`config.mk`:
```
export PLATFORM = sky130hd
export DESIGN_NAME = pfc_top
export DESIGN_NICKNAME = d
export VERILOG_FILES = /design/src/rtl/pfc_pkg.sv /design/src/rtl/pfc_regs.sv /design/src/rtl/pfc_cmp.sv /design/src/rtl/pfc_top.sv
export SDC_FILE = /design/constraint.sdc
export NUM_CORES = 1
export LEC_CHECK = 0
export CAP_MARGIN = 20
export CORE_ASPECT_RATIO = 2
export CORE_UTILIZATION = 45
export CTS_CLUSTER_SIZE = 16
export DETAILED_ROUTE_END_ITERATION = 7
export PLACE_DENSITY_LB_ADDON = 0.25
export SYNTH_ARGS = -nofsm -noshare
export SYNTH_HDL_FRONTEND = slang
export SYNTH_SLANG_ARGS = --single-unit
```
`constraint.sdc`:
```
create_clock -name clk -period 4.7 [get_ports clk]
set_clock_uncertainty 0.05 [all_clocks]
set_input_delay 0.94 -clock clk [delete_from_list [all_inputs] [get_ports clk]]
set_output_delay 0.94 -clock clk [all_outputs]
set_load 0.05 [all_outputs]
```
`src/rtl/pfc_pkg.sv`:
```
package pfc_pkg;

  // Which register a bus address selects
  typedef enum logic [1:0] {
    SEL_NONE = 2'd0,
    SEL_MODE = 2'd1,
    SEL_THR  = 2'd2
  } reg_sel_e;

  // Captured write waiting to be applied at the end of the wait cycle
  typedef struct packed {
    reg_sel_e   sel;
    logic       bitop;
    logic [2:0] pos;
    logic [7:0] data;
  } pend_wr_t;

endpackage

```
`src/rtl/pfc_regs.sv`:
```
module pfc_regs
  import pfc_pkg::*;
#(
  parameter int          ADDR_W    = 16,
  parameter int          DATA_W    = 8,
  parameter int          THR_W     = 8,
  parameter logic [15:0] MODE_ADDR = 16'hFF2A,
  parameter logic [15:0] THR_ADDR  = 16'hFF2B,
  parameter int          EN_POS    = 7,
  parameter int          POL_POS   = 6
) (
  input  logic              clk,
  input  logic              rst,
  input  logic [ADDR_W-1:0] bus_addr,
  input  logic              bus_wr,
  input  logic              bus_bitop,
  input  logic [2:0]        bus_bitpos,
  input  logic [DATA_W-1:0] bus_wdata,
  input  logic              bus_rd,
  output logic [DATA_W-1:0] bus_rdata,
  output logic              bus_wait,
  output logic              mode_en,
  output logic              mode_pol,
  output logic [THR_W-1:0]  thr
);

  localparam logic [2:0] EN_P  = 3'(EN_POS);
  localparam logic [2:0] POL_P = 3'(POL_POS);

  reg_sel_e              sel;
  logic                  accept;
  logic                  wait_q;
  logic [2:0]            pend_pos;
  logic [DATA_W-1:0]     pend_data;
  reg_sel_e              pend_sel;
  logic                  pend_bit;
  logic                  en_q;
  logic                  pol_q;
  logic [THR_W-1:0]      thr_q;
  logic [DATA_W-1:0]     mode_byte;
  logic [DATA_W-1:0]     rd_mux;
  logic [DATA_W-1:0]     rdata_q;

  // Address decode
  always_comb begin
    if (bus_addr == ADDR_W'(MODE_ADDR))      sel = SEL_MODE;
    else if (bus_addr == ADDR_W'(THR_ADDR))  sel = SEL_THR;
    else                                     sel = SEL_NONE;
  end

  assign accept = bus_wr && !wait_q && (sel != SEL_NONE);

  // Capture the write and raise the one-cycle wait
  always_ff @(posedge clk) begin
    if (rst) begin
      wait_q    <= 1'b0;
      pend_sel  <= SEL_NONE;
      pend_bit  <= 1'b0;
      pend_pos  <= '0;
      pend_data <= '0;
    end else if (accept) begin
      wait_q    <= 1'b1;
      pend_sel  <= sel;
      pend_bit  <= bus_bitop;
      pend_pos  <= bus_bitpos;
      pend_data <= bus_wdata;
    end else begin
      wait_q    <= 1'b0;
    end
  end

  // Apply the pending write at the end of the wait cycle
  always_ff @(posedge clk) begin
    if (rst) begin
      en_q  <= 1'b0;
      pol_q <= 1'b0;
      thr_q <= '0;
    end else if (wait_q) begin
      if (pend_sel == SEL_MODE) begin
        if (pend_bit) begin
          if (pend_pos == EN_P)  en_q  <= pend_data[0];
          if (pend_pos == POL_P) pol_q <= pend_data[0];
        end else begin
          en_q  <= pend_data[EN_POS];
          pol_q <= pend_data[POL_POS];
        end
      end else if (pend_sel == SEL_THR && !pend_bit) begin
        thr_q <= pend_data[THR_W-1:0];
      end
    end
  end

  // Read path
  always_comb begin
    mode_byte          = '0;
    mode_byte[EN_POS]  = en_q;
    mode_byte[POL_POS] = pol_q;
  end

  always_comb begin
    unique case (sel)
      SEL_MODE: rd_mux = mode_byte;
      SEL_THR:  rd_mux = DATA_W'(thr_q);
      default:  rd_mux = '0;
    endcase
  end

  always_ff @(posedge clk) begin
    if (rst)         rdata_q <= '0;
    else if (bus_rd) rdata_q <= rd_mux;
  end

  assign bus_rdata = rdata_q;
  assign bus_wait  = wait_q;
  assign mode_en   = en_q;
  assign mode_pol  = pol_q;
  assign thr       = thr_q;


  wait_pulse_chk: assert property (@(posedge clk) disable iff (rst)
    wait_q |=> !wait_q);


  thr_hold_chk: assert property (@(posedge clk) disable iff (rst)
    !wait_q |=> $stable(thr_q));


  thr_bitop_chk: assert property (@(posedge clk) disable iff (rst)
    (wait_q && pend_bit) |=> $stable(thr_q));


  no_wait_chk: assert property (@(posedge clk) disable iff (rst)
    (bus_wr && !wait_q && sel == SEL_NONE) |=> !wait_q);

endmodule

```
`src/rtl/pfc_cmp.sv`:
```
module pfc_cmp #(
  parameter int RES_W = 10,
  parameter int THR_W = 8
) (
  input  logic             clk,
  input  logic             rst,
  input  logic             conv_done,
  input  logic [RES_W-1:0] conv_res,
  input  logic             cmp_en,
  input  logic             cmp_pol,
  input  logic [THR_W-1:0] thr,
  output logic             irq
);

  localparam int LSB = RES_W - THR_W;

  logic [THR_W-1:0] res_hi;
  logic             at_or_above;
  logic             hit;
  logic             irq_q;

  // Select the upper result bits; the slice exists only when widths differ
  generate
    if (LSB > 0) begin : g_slice
      assign res_hi = conv_res[RES_W-1:LSB];
    end else begin : g_full
      assign res_hi = conv_res[THR_W-1:0];
    end
  endgenerate

  assign at_or_above = (res_hi >= thr);
  assign hit         = !cmp_en || (cmp_pol ? !at_or_above : at_or_above);

  always_ff @(posedge clk) begin
    if (rst) irq_q <= 1'b0;
    else     irq_q <= conv_done && hit;
  end

  assign irq = irq_q;


  irq_src_chk: assert property (@(posedge clk) disable iff (rst)
    irq_q |-> $past(conv_done));


  dis_irq_chk: assert property (@(posedge clk) disable iff (rst)
    (conv_done && !cmp_en) |=> irq_q);


  ge_mask_chk: assert property (@(posedge clk) disable iff (rst)
    (conv_done && cmp_en && !cmp_pol && (res_hi < thr)) |=> !irq_q);


  lt_mask_chk: assert property (@(posedge clk) disable iff (rst)
    (conv_done && cmp_en && cmp_pol && (res_hi >= thr)) |=> !irq_q);


  pulse_end_chk: assert property (@(posedge clk) disable iff (rst)
    !conv_done |=> !irq_q);

endmodule

```
`src/rtl/pfc_top.sv`:
```
module pfc_top #(
  parameter int          ADDR_W    = 16,
  parameter int          DATA_W    = 8,
  parameter int          RES_W     = 10,
  parameter int          THR_W     = 8,
  parameter logic [15:0] MODE_ADDR = 16'hFF2A,
  parameter logic [15:0] THR_ADDR  = 16'hFF2B,
  parameter int          EN_POS    = 7,
  parameter int          POL_POS   = 6
) (
  input  logic              clk,
  input  logic              rst,
  input  logic [ADDR_W-1:0] bus_addr,
  input  logic              bus_wr,
  input  logic              bus_bitop,
  input  logic [2:0]        bus_bitpos,
  input  logic [DATA_W-1:0] bus_wdata,
  input  logic              bus_rd,
  input  logic              conv_done,
  input  logic [RES_W-1:0]  conv_res,
  output logic [DATA_W-1:0] bus_rdata,
  output logic              bus_wait,
  output logic              adc_irq
);

  logic             mode_en;
  logic             mode_pol;
  logic [THR_W-1:0] thr;

  pfc_regs #(
    .ADDR_W   (ADDR_W),
    .DATA_W   (DATA_W),
    .THR_W    (THR_W),
    .MODE_ADDR(MODE_ADDR),
    .THR_ADDR (THR_ADDR),
    .EN_POS   (EN_POS),
    .POL_POS  (POL_POS)
  ) u_regs (
    .clk       (clk),
    .rst       (rst),
    .bus_addr  (bus_addr),
    .bus_wr    (bus_wr),
    .bus_bitop (bus_bitop),
    .bus_bitpos(bus_bitpos),
    .bus_wdata (bus_wdata),
    .bus_rd    (bus_rd),
    .bus_rdata (bus_rdata),
    .bus_wait  (bus_wait),
    .mode_en   (mode_en),
    .mode_pol  (mode_pol),
    .thr       (thr)
  );

  pfc_cmp #(
    .RES_W(RES_W),
    .THR_W(THR_W)
  ) u_cmp (
    .clk      (clk),
    .rst      (rst),
    .conv_done(conv_done),
    .conv_res (conv_res),
    .cmp_en   (mode_en),
    .cmp_pol  (mode_pol),
    .thr      (thr),
    .irq      (adc_irq)
  );

endmodule

```
-- After elaboration in Yosys (flattened, before gate mapping)
Cells that the tools add are included.
- bitwise logic cells: 1
- muxes and demuxes: 9
- eq/ne operators: 10
- $lt $le $gt $ge: 1
- reduce and logical (&&, ||, !) cells: 13
- operators by type and width (cell ; number):
    == test 16 bit, second input constant ; 2
    case mux 8 bit (2 select lines) ; 1
    AND reduction 3 bit ; 3
    >= comparator 8 bit ; 1
    == test 3 bit, second input constant ; 2
    2-to-1 mux 1 bit ; 6
    == test 2 x 1 -> 1 bit, second input constant ; 2
    == test 2 bit, second input constant ; 2
    logical AND 1 bit ; 4
    zero test 1 bit ; 4
    2-to-1 mux 2 bit ; 2
    != test 2 bit, second input constant ; 2
    nonzero test 2 bit ; 1
    logical OR 1 bit ; 1
    inverter 1 bit ; 1
- word-level logic and storage cells: 44
- register bits after elaboration: 34
- input bits: 43
- output and inout bits: 10

-- Depth between registers and ports, before layout
Gate-level depths: netlist of run 1.
- depth after elaboration: 6
- gate-level depth with buffers: 7
- gate-level depth less buffers: 6

-- Modules after synthesis
Synthesis of run 1 repeated with hierarchy kept, for this count alone.
- cell total of the unflattened synthesis: 173
- area, all modules: 1571.5 µm²
- by module, submodules not included (module ; area an instance (µm²) ; sequential area each (µm²) ; cells an instance ; times used):
    pfc_regs ; 1301.2 ; 660.6 ; 139 ; 1
    pfc_cmp ; 270.3 ; 20.0 ; 34 ; 1

-- Worst setup path after synthesis of run 1
No wires, ideal clock.
- path type: input -> register
- start point: input port conv_res[2]
- end point: register u_cmp.irq_q, in the netlist u_cmp.irq
- slack: 2.494 ns
- buffers on the path: 0
- arrival: 2.040 ns
- data required time: 4.534 ns
- setup time: 0.116 ns
- cell stages on the path: 6
- cell sequence: inv_1 > ha_1 > nor3b_1 > o21ai_0 > a2111oi_0 > and3b_1
- cells in the longest elaborated chain, start to end: 5
- ends and longest elaborated chain (what ; line ; source):
    start: declaration ; pfc_top.sv:20 ; input logic [RES_W-1:0] conv_res,
    >= comparator 8 bit (*) ; pfc_cmp.sv:31 ; assign at_or_above = (res_hi >= thr);
    zero test 1 bit ; pfc_cmp.sv:32 ; assign hit = !cmp_en || (cmp_pol ? !at_or_above : at_or_above);
    2-to-1 mux 1 bit (*) ; pfc_cmp.sv:32 ;
    logical OR 1 bit (*) ; pfc_cmp.sv:32 ;
    logical AND 1 bit (*) ; pfc_cmp.sv:36 ; else irq_q <= conv_done && hit;
    end signal: assignment ; pfc_cmp.sv:36 ;
    end: declaration ; pfc_cmp.sv:20 ; logic irq_q;
Every way passes the cells marked *; elsewhere a longest branch is shown, timed or not.
A chain may end at the register's enable or synchronous reset.

-- Final worst setup path of run 1
Same ends and word-level chain as after synthesis.

==> impl_metrics.csv, run 1 <==
group,metric,value,unit
global_route,grt_pass1_wl,5685,um
global_route,grt.met2_usage,37.83,%
die,core_region_area,0.003416,sq mm
pwr,vdd_drop_max,0.0002189,V
finish,diodes,0,
synthesis,ys_seq_area_share,41.81,%
synthesis,synth_nets,243,
finish,fillers,295,
die,rows,30,
finish,final_cell_count_no_fill,287,
synthesis,synth.top_cell.area_share,41.81,%
die,die_area,0.003877,sq mm
pwr,power_leakage,0.7710,nW
finish,syn_to_final_growth,36.20,%
synthesis,muxShareOfSynthArea,1.307,%
place,io_buffers,50,
place,pre_cts_ws,1.889,ns
synthesis,synth_cell_type_count,35,
sta,drv_slew,0,
global_route,grt_max_degree,35,
critical_path,worstPathArrival,2.65,ns
clock_tree,cts_resized,0,
sta,period_minus_slack,2.520,ns
synthesis,synth_compound_area_share,18.99,%
clock_tree,clkSlewWorstSetupHoldPaths,0.07,ns
drt,drt-initial-drc-count,31,
sta,finalHoldViolations,0,
clock_tree,htree_levels,2,
synthesis,synthTopCellsByArea,"dfxtp_1, a21oi_1, ha_1, nor2_1, nand3_1",
synthesis,post-synth-top-count-cell,"dfxtp_1",
synthesis,synth_top_family_by_area,"simple AND/OR/NAND/NOR gates",
drt,dr_total_vias,1522,
die,die_w,44.53,um
drt,vias_per_cell,5.303,
synthesis,ys_ff_latch,34,
clock_tree,clkSinkCount,34,
drt,routedWlPerCell,12.44,um
drt,wl,3569,um
place,gp_congestion,0.7490,
sta,period_share,53.62,%
clock_tree,max-clock-path-buffers,2,
drt,first_pass_iters,4,
die,dieHeight,87.06,um
finish,seqCellArea,680.7,sq um
run,cap_violations,0,
critical_path,cp_data_required_time,4.83,ns
sta,whs,0.4091,ns
critical_path,critPathCaptureType,"flop",
sta,max_freq,0.3968,GHz
die,pin_count,53,
sta,fin_tns_setup,0,ns
pwr,power_density,254.8,mW/mm^2
critical_path,critPathLaunchType,"primary input",
synthesis,syn_area,0.001628,sq mm
global_route,busiest_layer,"met2",
sta,worstMarginPinSlew,0.5037,ns
global_route,grt_use_total,20.14,%
critical_path,crit_fanout,2,
finish,fin_nets,289,
finish,final_util,64.91,%
global_route,grtUsageMet3,4.357,%
finish,finalInstanceArea,0.002217,sq mm
finish,layout-drive-gt1-share,6.695,%
clock_tree,post-cts-setup-buffer-count,0,
finish,multi_input_area,824.5,sq um
sta,relSlewSlack,66.42,%
clock_tree,numCtsBuffers,5,
place,dpl.cell_count,279,
die,start_util,47.66,%
min_path,min_path_type,"flop to flop",
clock_tree,clk_latency,0.28,ns
synthesis,yosys-top-cells-count,"dfxtp_1, a21oi_1, nor2_1",
sta,rsz0062_at_grt,"false",
global_route,grtUsageMet1,20.13,%
global_route,grt-ovfl-total,0,
place,placed_area,0.002126,sq mm
clock_tree,cts_tree,"yes",
drt,drc,0,
synthesis,synth_simple_gate_area_share,23.83,%
pwr,finalPower,0.5650,mW
synthesis,syn-mean-instance-area,8.478,sq um
global_route,grt_pass1_vias,1335,
synthesis,yosys.area.top_type,"dfxtp_1",
synthesis,ys_async_sr_fraction,0,%
synthesis,synth-xor-area-share,0,%
outcome,status,"finished, final reports clean",
global_route,antenna_found_initial,0,
critical_path,critical_path_class,"primary input to flop",
synthesis,netlist_instances,192,
synthesis,synth_edf_count,0,
place,dp_hpwl,2676,um
clock_tree,root_buffer,"clkbuf_8",
synthesis,synth_warnings,0,
sta,setup_viol,0,
synthesis,synthAdderAreaFrac,6.149,%
drt,ant_nets,0,
sta,layout_setup_ws,2.180,ns
clock_tree,ctsHoldBuffers,0,
synthesis,ys.flop_type,"dfxtp_1",
final timing paths:
check	end	depth (start not counted)	slack, ns	from
setup / recovery	u_cmp.irq$_SDFF_PP0_	7	2.18	conv_res[2]
hold / removal	u_regs.bus_rdata[7]$_SDFFE_PP0P_	2	0.41	u_regs.bus_rdata[7]$_SDFFE_PP0P_
setup reg to reg	u_cmp.irq$_SDFF_PP0_	6	2.99	u_regs.thr[1]$_SDFFE_PP0P_
hold reg to reg	u_regs.bus_rdata[7]$_SDFFE_PP0P_	2	0.41	u_regs.bus_rdata[7]$_SDFFE_PP0P_
per-layer routing:
| layer | share of wire [%] | vias up |
|---|---|---|
| li1 | - | 776 |
| met1 | 37 | 696 |
| met2 | 57 | 44 |
| met3 | 4.1 | 6 |
| met4 | 2.0 | 0 |
| met5 | 0 | - |
state kept, by name (all words and copies together) (netlist names):
register and count:
u_cmp.irq 1, u_regs.bus_rdata 8, u_regs.bus_wait 1, u_regs.mode_en 1, u_regs.mode_pol 1, u_regs.pend_bit 1, u_regs.pend_data 8, u_regs.pend_pos 3
u_regs.pend_sel 2, u_regs.thr 8
placed cells by master (no fill, tap or decap), drive strengths merged:
cell            n
clkdlybuf4s50  50
dfxtp          34
a21oi          28
nor2           25
o21ai          18
nand3          14
inv            10
ha              8
clkbuf          7
nand2           6
a32oi           6
nand4           4
nand2b          3
and3b           3
buf             3
nor3            3
nand3b          3
a311oi          2
nand4b          2
nor3b           1
a2111oi         1
and2            1
nand4bb         1
or3             1
nor4bb          1
mux2i           1
mux2            1
and3            1
clkinv          1
worst max-delay path, stage by stage:
cell and delay, ns:
clkdlybuf4s50_1 0.46, inv_1 0.04, ha_1 0.27, nor3b_1 0.17, o21ai_0 0.17, a2111oi_0 0.38, and3b_1 0.22
power breakdown:
group	leakage [nW]	switching (mW)	internal (mW)
Sequential	0.274	0.000102	0.288
Clock	0.0482	0.101	0.118
Combinational	0.449	0.0209	0.0361
Total	0.771	0.122	0.443
final cells by class:
class                      instances  share of cell area, %
clock buffer                       7                  3.894
clock inverter                     1                 0.2257
inverter                          10                  1.693
multi-input combinational        134                  37.19
sequential                        34                  30.70
tap                               48                  2.709
timing repair buffer              53                  23.59
cells by family after synthesis:
group	Yosys count
AND/OR/NAND/NOR	69
AO/OA/AOI/OAI	55
flip-flops	34
buffers and inverters	24
adder cells (fa/ha/maj)	8
multiplexers	2
Note: power is estimated with default switching activity, not from simulation.
==> inputs of run 2 (changes only) <==
==> constraint.sdc (replaced) <==
create_clock -name clk -period 2.4 [get_ports clk]
set_clock_uncertainty 0.05 [all_clocks]
set_input_delay 0.48 -clock clk [delete_from_list [all_inputs] [get_ports clk]]
set_output_delay 0.48 -clock clk [all_outputs]
set_load 0.05 [all_outputs]
==> impl_metrics.csv, run 2 (synthesis results as in run 1) <==
group,metric,value,unit
clock_tree,clkSlewWorstSetupHoldPaths,0.07,ns
sta,finalHoldViolations,0,
sta,worstMarginPinSlew,0.4951,ns
sta,setup_viol,0,
sta,rsz0062_at_grt,"false",
critical_path,slowest_stage,"clkdlybuf4s50_1",
sta,period_share,87.18,%
critical_path,path_cells,"clkdlybuf4s50_1 -> inv_1 -> ha_1 -> nor3b_1 -> o21ai_0 -> a2111oi_0 -> and3b_1",
drt,routedWlPerCell,12.21,um
drt,ant_nets,0,
finish,final_common_cell,"clkdlybuf4s50_1",
global_route,antenna_found_initial,0,
clock_tree,max-clock-path-buffers,2,
clock_tree,clk_latency,0.28,ns
pwr,power_density,488.9,mW/mm^2
finish,mostFrequentLayoutCells,"clkdlybuf4s50_1, dfxtp_1, a21oi_1",
sta,period_minus_slack,2.092,ns
sta,drv_slew,0,
place,dp_hpwl,2630,um
clock_tree,root_buffer,"clkbuf_8",
die,start_util,47.66,%
clock_tree,cts_resized,0,
run,cap_violations,0,
global_route,grt_pass1_vias,1478,
critical_path,critPathCaptureType,"flop",
drt,wl_met1,1335,um
die,core_region_area,0.003416,sq mm
critical_path,path_buf_inv,2,
place,io_buffers,50,
clock_tree,ctsHoldBuffers,0,
critical_path,cp_data_required_time,2.53,ns
place,gp_congestion,0.7728,
drt,routed.top_layer,"met4",
clock_tree,cts_tree,"yes",
clock_tree,post-cts-setup-buffer-count,0,
sta,fin_tns_setup,0,ns
global_route,grt_pass1_wl,5940,um
pwr,vdd_drop_max,0.0004647,V
pwr,power_leakage,0.7713,nW
clock_tree,htree_levels,2,
drt,wl_met3,146,um
die,dieHeight,87.06,um
finish,fin_nets,290,
outcome,status,"finished, final reports clean",
global_route,grt_use_total,20.62,%
drt,wl,3491,um
critical_path,critPathLaunchType,"primary input",
drt,dr_total_vias,1507,
drt,wl_met2,1891,um
global_route,grt_max_degree,33,
clock_tree,clkSinkCount,34,
die,die_area,0.003877,sq mm
global_route,grt-ovfl-total,0,
critical_path,critical_path_class,"primary input to flop",
drt,drc,0,
die,rows,30,
critical_path,crit_fanout,2,
pwr,finalPower,1.083,mW
die,pin_count,53,
critical_path,cp_top_family,"compound AO/OA/AOI/OAI gates",
critical_path,worstPathArrival,2.22,ns
finish,syn_to_final_growth,36.13,%
min_path,min_path_type,"flop to flop",
drt,first_pass_iters,4,
drt,vias_per_cell,5.269,
sta,max_freq,0.4780,GHz
die,die_w,44.53,um
finish,layout-drive-gt1-share,6.723,%
drt,drt-initial-drc-count,26,
finish,diodes,0,
clock_tree,numCtsBuffers,5,
sta,relSlewSlack,66.89,%
critical_path,max_stage_delay,0.46,ns
==> run 2: routing by layer <==
metal / up-vias / GRT usage [%]
li1: 777 / -
met1: 669 / 20.21
met2: 50 / 37.83
met3: 11 / 4.979
met4: 0 / 10.47
met5: - / 0
==> run 2: path summary, 6_finish.rpt <==
path / slack (ns) / cells after the start / endpoint / start
worst max-delay path: 0.31 / 7 / u_cmp.irq$_SDFF_PP0_ / conv_res[2]
worst min-delay path: 0.40 / 2 / u_regs.bus_rdata[7]$_SDFFE_PP0P_ / u_regs.bus_rdata[7]$_SDFFE_PP0P_
worst max register to register: 0.66 / 6 / u_cmp.irq$_SDFF_PP0_ / u_regs.thr[1]$_SDFFE_PP0P_
worst min register to register: 0.40 / 2 / u_regs.bus_rdata[7]$_SDFFE_PP0P_ / u_regs.bus_rdata[7]$_SDFFE_PP0P_
==> run 2: area by class of cell <==
type                            count  area [sq um]
Multi-Input combinational cell    134         824.5
Sequential cell                    34         680.7
Tap cell                           48         60.06
Clock buffer                        6         82.58
Fill cell                         299          1200
Timing Repair Buffer               54         530.5
Inverter                           10         37.54
==> run 2: through the flow <==
step	cells	hold WS, ns	setup slack (ns)	instance area [sq um]	utilization (%)
global placement	280	0.3926	0.1243	2133	62.45
finish	286	0.4038	0.3077	2216	64.87
floorplan	192	0.4010	0.6539	1628	-
global route	286	0.4400	0.1502	2216	64.87
CTS	286	0.4063	0.3047	2216	64.87
detailed placement	280	0.3961	0.009568	2133	62.45
==> run 2: tightest hold or removal path: stages (launching register included) <==
cell	delay, ns
dfxtp_1	0.31
nand2_1	0.05
a21oi_1	0.05
==> run 2: where the power goes <==
group          total, mW  internal [mW]  switching (mW)  leakage, nW
sequential         0.565          0.565        0.000193        0.274
combinational      0.112         0.0711          0.0410        0.454
clock              0.406          0.221           0.185       0.0431
==> inputs of run 3 (changes only) <==
==> constraint.sdc (replaced) <==
create_clock -name clk -period 2.4 [get_ports clk]
set_clock_uncertainty 0.05 [all_clocks]
set_input_delay 0.6 -clock clk [delete_from_list [all_inputs] [get_ports clk]]
set_output_delay 0.6 -clock clk [all_outputs]
set_load 0.05 [all_outputs]
==> impl_metrics.csv, run 3 (synthesis results as in run 1) <==
group,metric,value,unit
outcome,status,"finished, final reports clean",
critical_path,r2r-start,"u_regs.thr[1]$_SDFFE_PP0P_",
sta,max_freq,0.4646,GHz
finish,fin_nets,290,
global_route,grt_pass1_wl,5802,um
global_route,grt_use_total,19.93,%
critical_path,cp_top_family,"compound AO/OA/AOI/OAI gates",
drt,vias_per_cell,5.314,
sta,layout_setup_ws,0.2475,ns
global_route,grt_max_degree,33,
min_path,hold_depth,2,
finish,fillers,316,
global_route,antenna_found_initial,0,
drt,first_pass_iters,5,
clock_tree,cts_tree,"yes",
clock_tree,max-clock-path-buffers,2,
min_path,min_from,"u_regs.bus_rdata[7]$_SDFFE_PP0P_",
drt,drc,0,
run,cap_violations,0,
global_route,grt-ovfl-total,0,
drt,routedWlPerCell,11.90,um
finish,final_util,64.69,%
die,pin_count,53,
sta,relSlewSlack,66.85,%
pwr,power_leakage,0.7664,nW
clock_tree,cts_resized,0,
place,gp_congestion,0.7508,
clock_tree,clkSinkCount,34,
clock_tree,post-cts-setup-buffer-count,0,
sta,finalHoldViolations,0,
critical_path,path_buf_inv,2,
critical_path,critPathCaptureType,"flop",
die,die_area,0.003877,sq mm
critical_path,path_cells,"clkdlybuf4s50_1 -> inv_1 -> ha_1 -> nor3b_1 -> o21ai_0 -> a2111oi_0 -> and3b_1",
finish,multi_input_area,824.5,sq um
finish,layout-drive-gt1-share,6.276,%
clock_tree,htree_levels,2,
critical_path,crit_fanout,2,
critical_path,worstPathArrival,2.28,ns
pwr,vdd_drop_max,0.0004285,V
die,die_w,44.53,um
finish,syn_to_final_growth,35.74,%
clock_tree,clk_latency,0.27,ns
pwr,power_density,479.3,mW/mm^2
critical_path,critPathLaunchType,"primary input",
place,pre_cts_ws,-0.03700,ns
die,start_util,47.66,%
clock_tree,ctsHoldBuffers,0,
critical_path,max_stage_delay,0.45,ns
critical_path,worst-r2r-setup-slack,0.72,ns
drt,wl,3414,um
clock_tree,root_buffer,"clkbuf_8",
critical_path,slowest_stage,"clkdlybuf4s50_1",
sta,period_minus_slack,2.152,ns
clock_tree,clkSlewWorstSetupHoldPaths,0.06,ns
drt,drt-initial-drc-count,18,
sta,setup_viol,0,
min_path,min_path_type,"flop to flop",
sta,period_share,89.69,%
finish,final_common_cell,"clkdlybuf4s50_1",
critical_path,reg2reg_depth,6,
min_path,hold-path-endpoint,"u_regs.bus_rdata[7]$_SDFFE_PP0P_",
finish,seqCellArea,680.7,sq um
clock_tree,numCtsBuffers,5,
sta,rsz0062_at_grt,"false",
drt,dr_total_vias,1525,
critical_path,critical_path_class,"primary input to flop",
critical_path,cp_data_required_time,2.52,ns
critical_path,reg2reg_to,"u_cmp.irq$_SDFF_PP0_",
die,dieHeight,87.06,um
place,dp_hpwl,2650,um
sta,worstMarginPinSlew,0.4957,ns
finish,mostFrequentLayoutCells,"clkdlybuf4s50_1, dfxtp_1, a21oi_1",
die,rows,30,
global_route,grt_pass1_vias,1447,
sta,drv_slew,0,
die,core_region_area,0.003416,sq mm
place,io_buffers,50,
finish,diodes,0,
drt,ant_nets,0,
==> run 3: final cells by class <==
type	instances	area share, %
Multi-Input combinational cell	134	37.32
Sequential cell	34	30.80
Timing Repair Buffer	54	24.01
Clock buffer	7	3.454
Tap cell	48	2.718
Inverter	10	1.699
==> run 3: stage by stage <==
step | area (sq um) | power (mW) | hold WS [ns] | instances | TNS (ns)
after global routing | 2210 | 1.103 | 0.4417 | 287 | 0
after CTS | 2210 | 1.071 | 0.4147 | 287 | 0
after global placement | 2133 | 0.6886 | 0.3930 | 280 | 0
after detailed placement | 2133 | 0.6906 | 0.4045 | 280 | -0.03700
final | 2210 | 1.059 | 0.4136 | 287 | 0
after floorplan | 1628 | 0.6146 | 0.4010 | 192 | 0
==> run 3: power by group <==
group	switching, mW	internal (mW)	leakage [nW]
Combinational	0.0403	0.0711	0.454
Sequential	0.000197	0.565	0.274
Clock	0.183	0.199	0.0383
Total	0.223	0.836	0.766
==> run 3: routing by layer <==
metal  up-vias  wire [um]  share of wire (%)  global-route usage, %
li1        774          -                  -                      -
met5         -          0                  0                      0
met1       693       1282                 38                  19.46
met2        48       1921                 56                  38.24
met3        10        122                3.6                  3.112
met4         0         87                2.5                  9.091
==> run 3: how the worst max path moves through the flow <==
stage / from / end / slack, ns / depth (start not counted)
after floorplan: conv_res[2] / u_cmp.irq$_SDFF_PP0_ / 0.53 / 6
after global placement: conv_res[2] / u_cmp.irq$_SDFF_PP0_ / 0.004 / 7
after detailed placement: conv_res[2] / u_cmp.irq$_SDFF_PP0_ / -0.04 / 7
after CTS: conv_res[2] / u_cmp.irq$_SDFF_PP0_ / 0.25 / 7
after global routing: conv_res[2] / u_cmp.irq$_SDFF_PP0_ / 0.01 / 7
final: conv_res[2] / u_cmp.irq$_SDFF_PP0_ / 0.25 / 7
==> run 3: worst reg2reg max path, delay by kind of cell, from the launching register on <==
kind	cells	cell delay [ns]
compound gates	2	0.53
fa+ha+maj	1	0.19
buf+inv	1	0.06
flops	1	0.34
simple gates	2	0.40
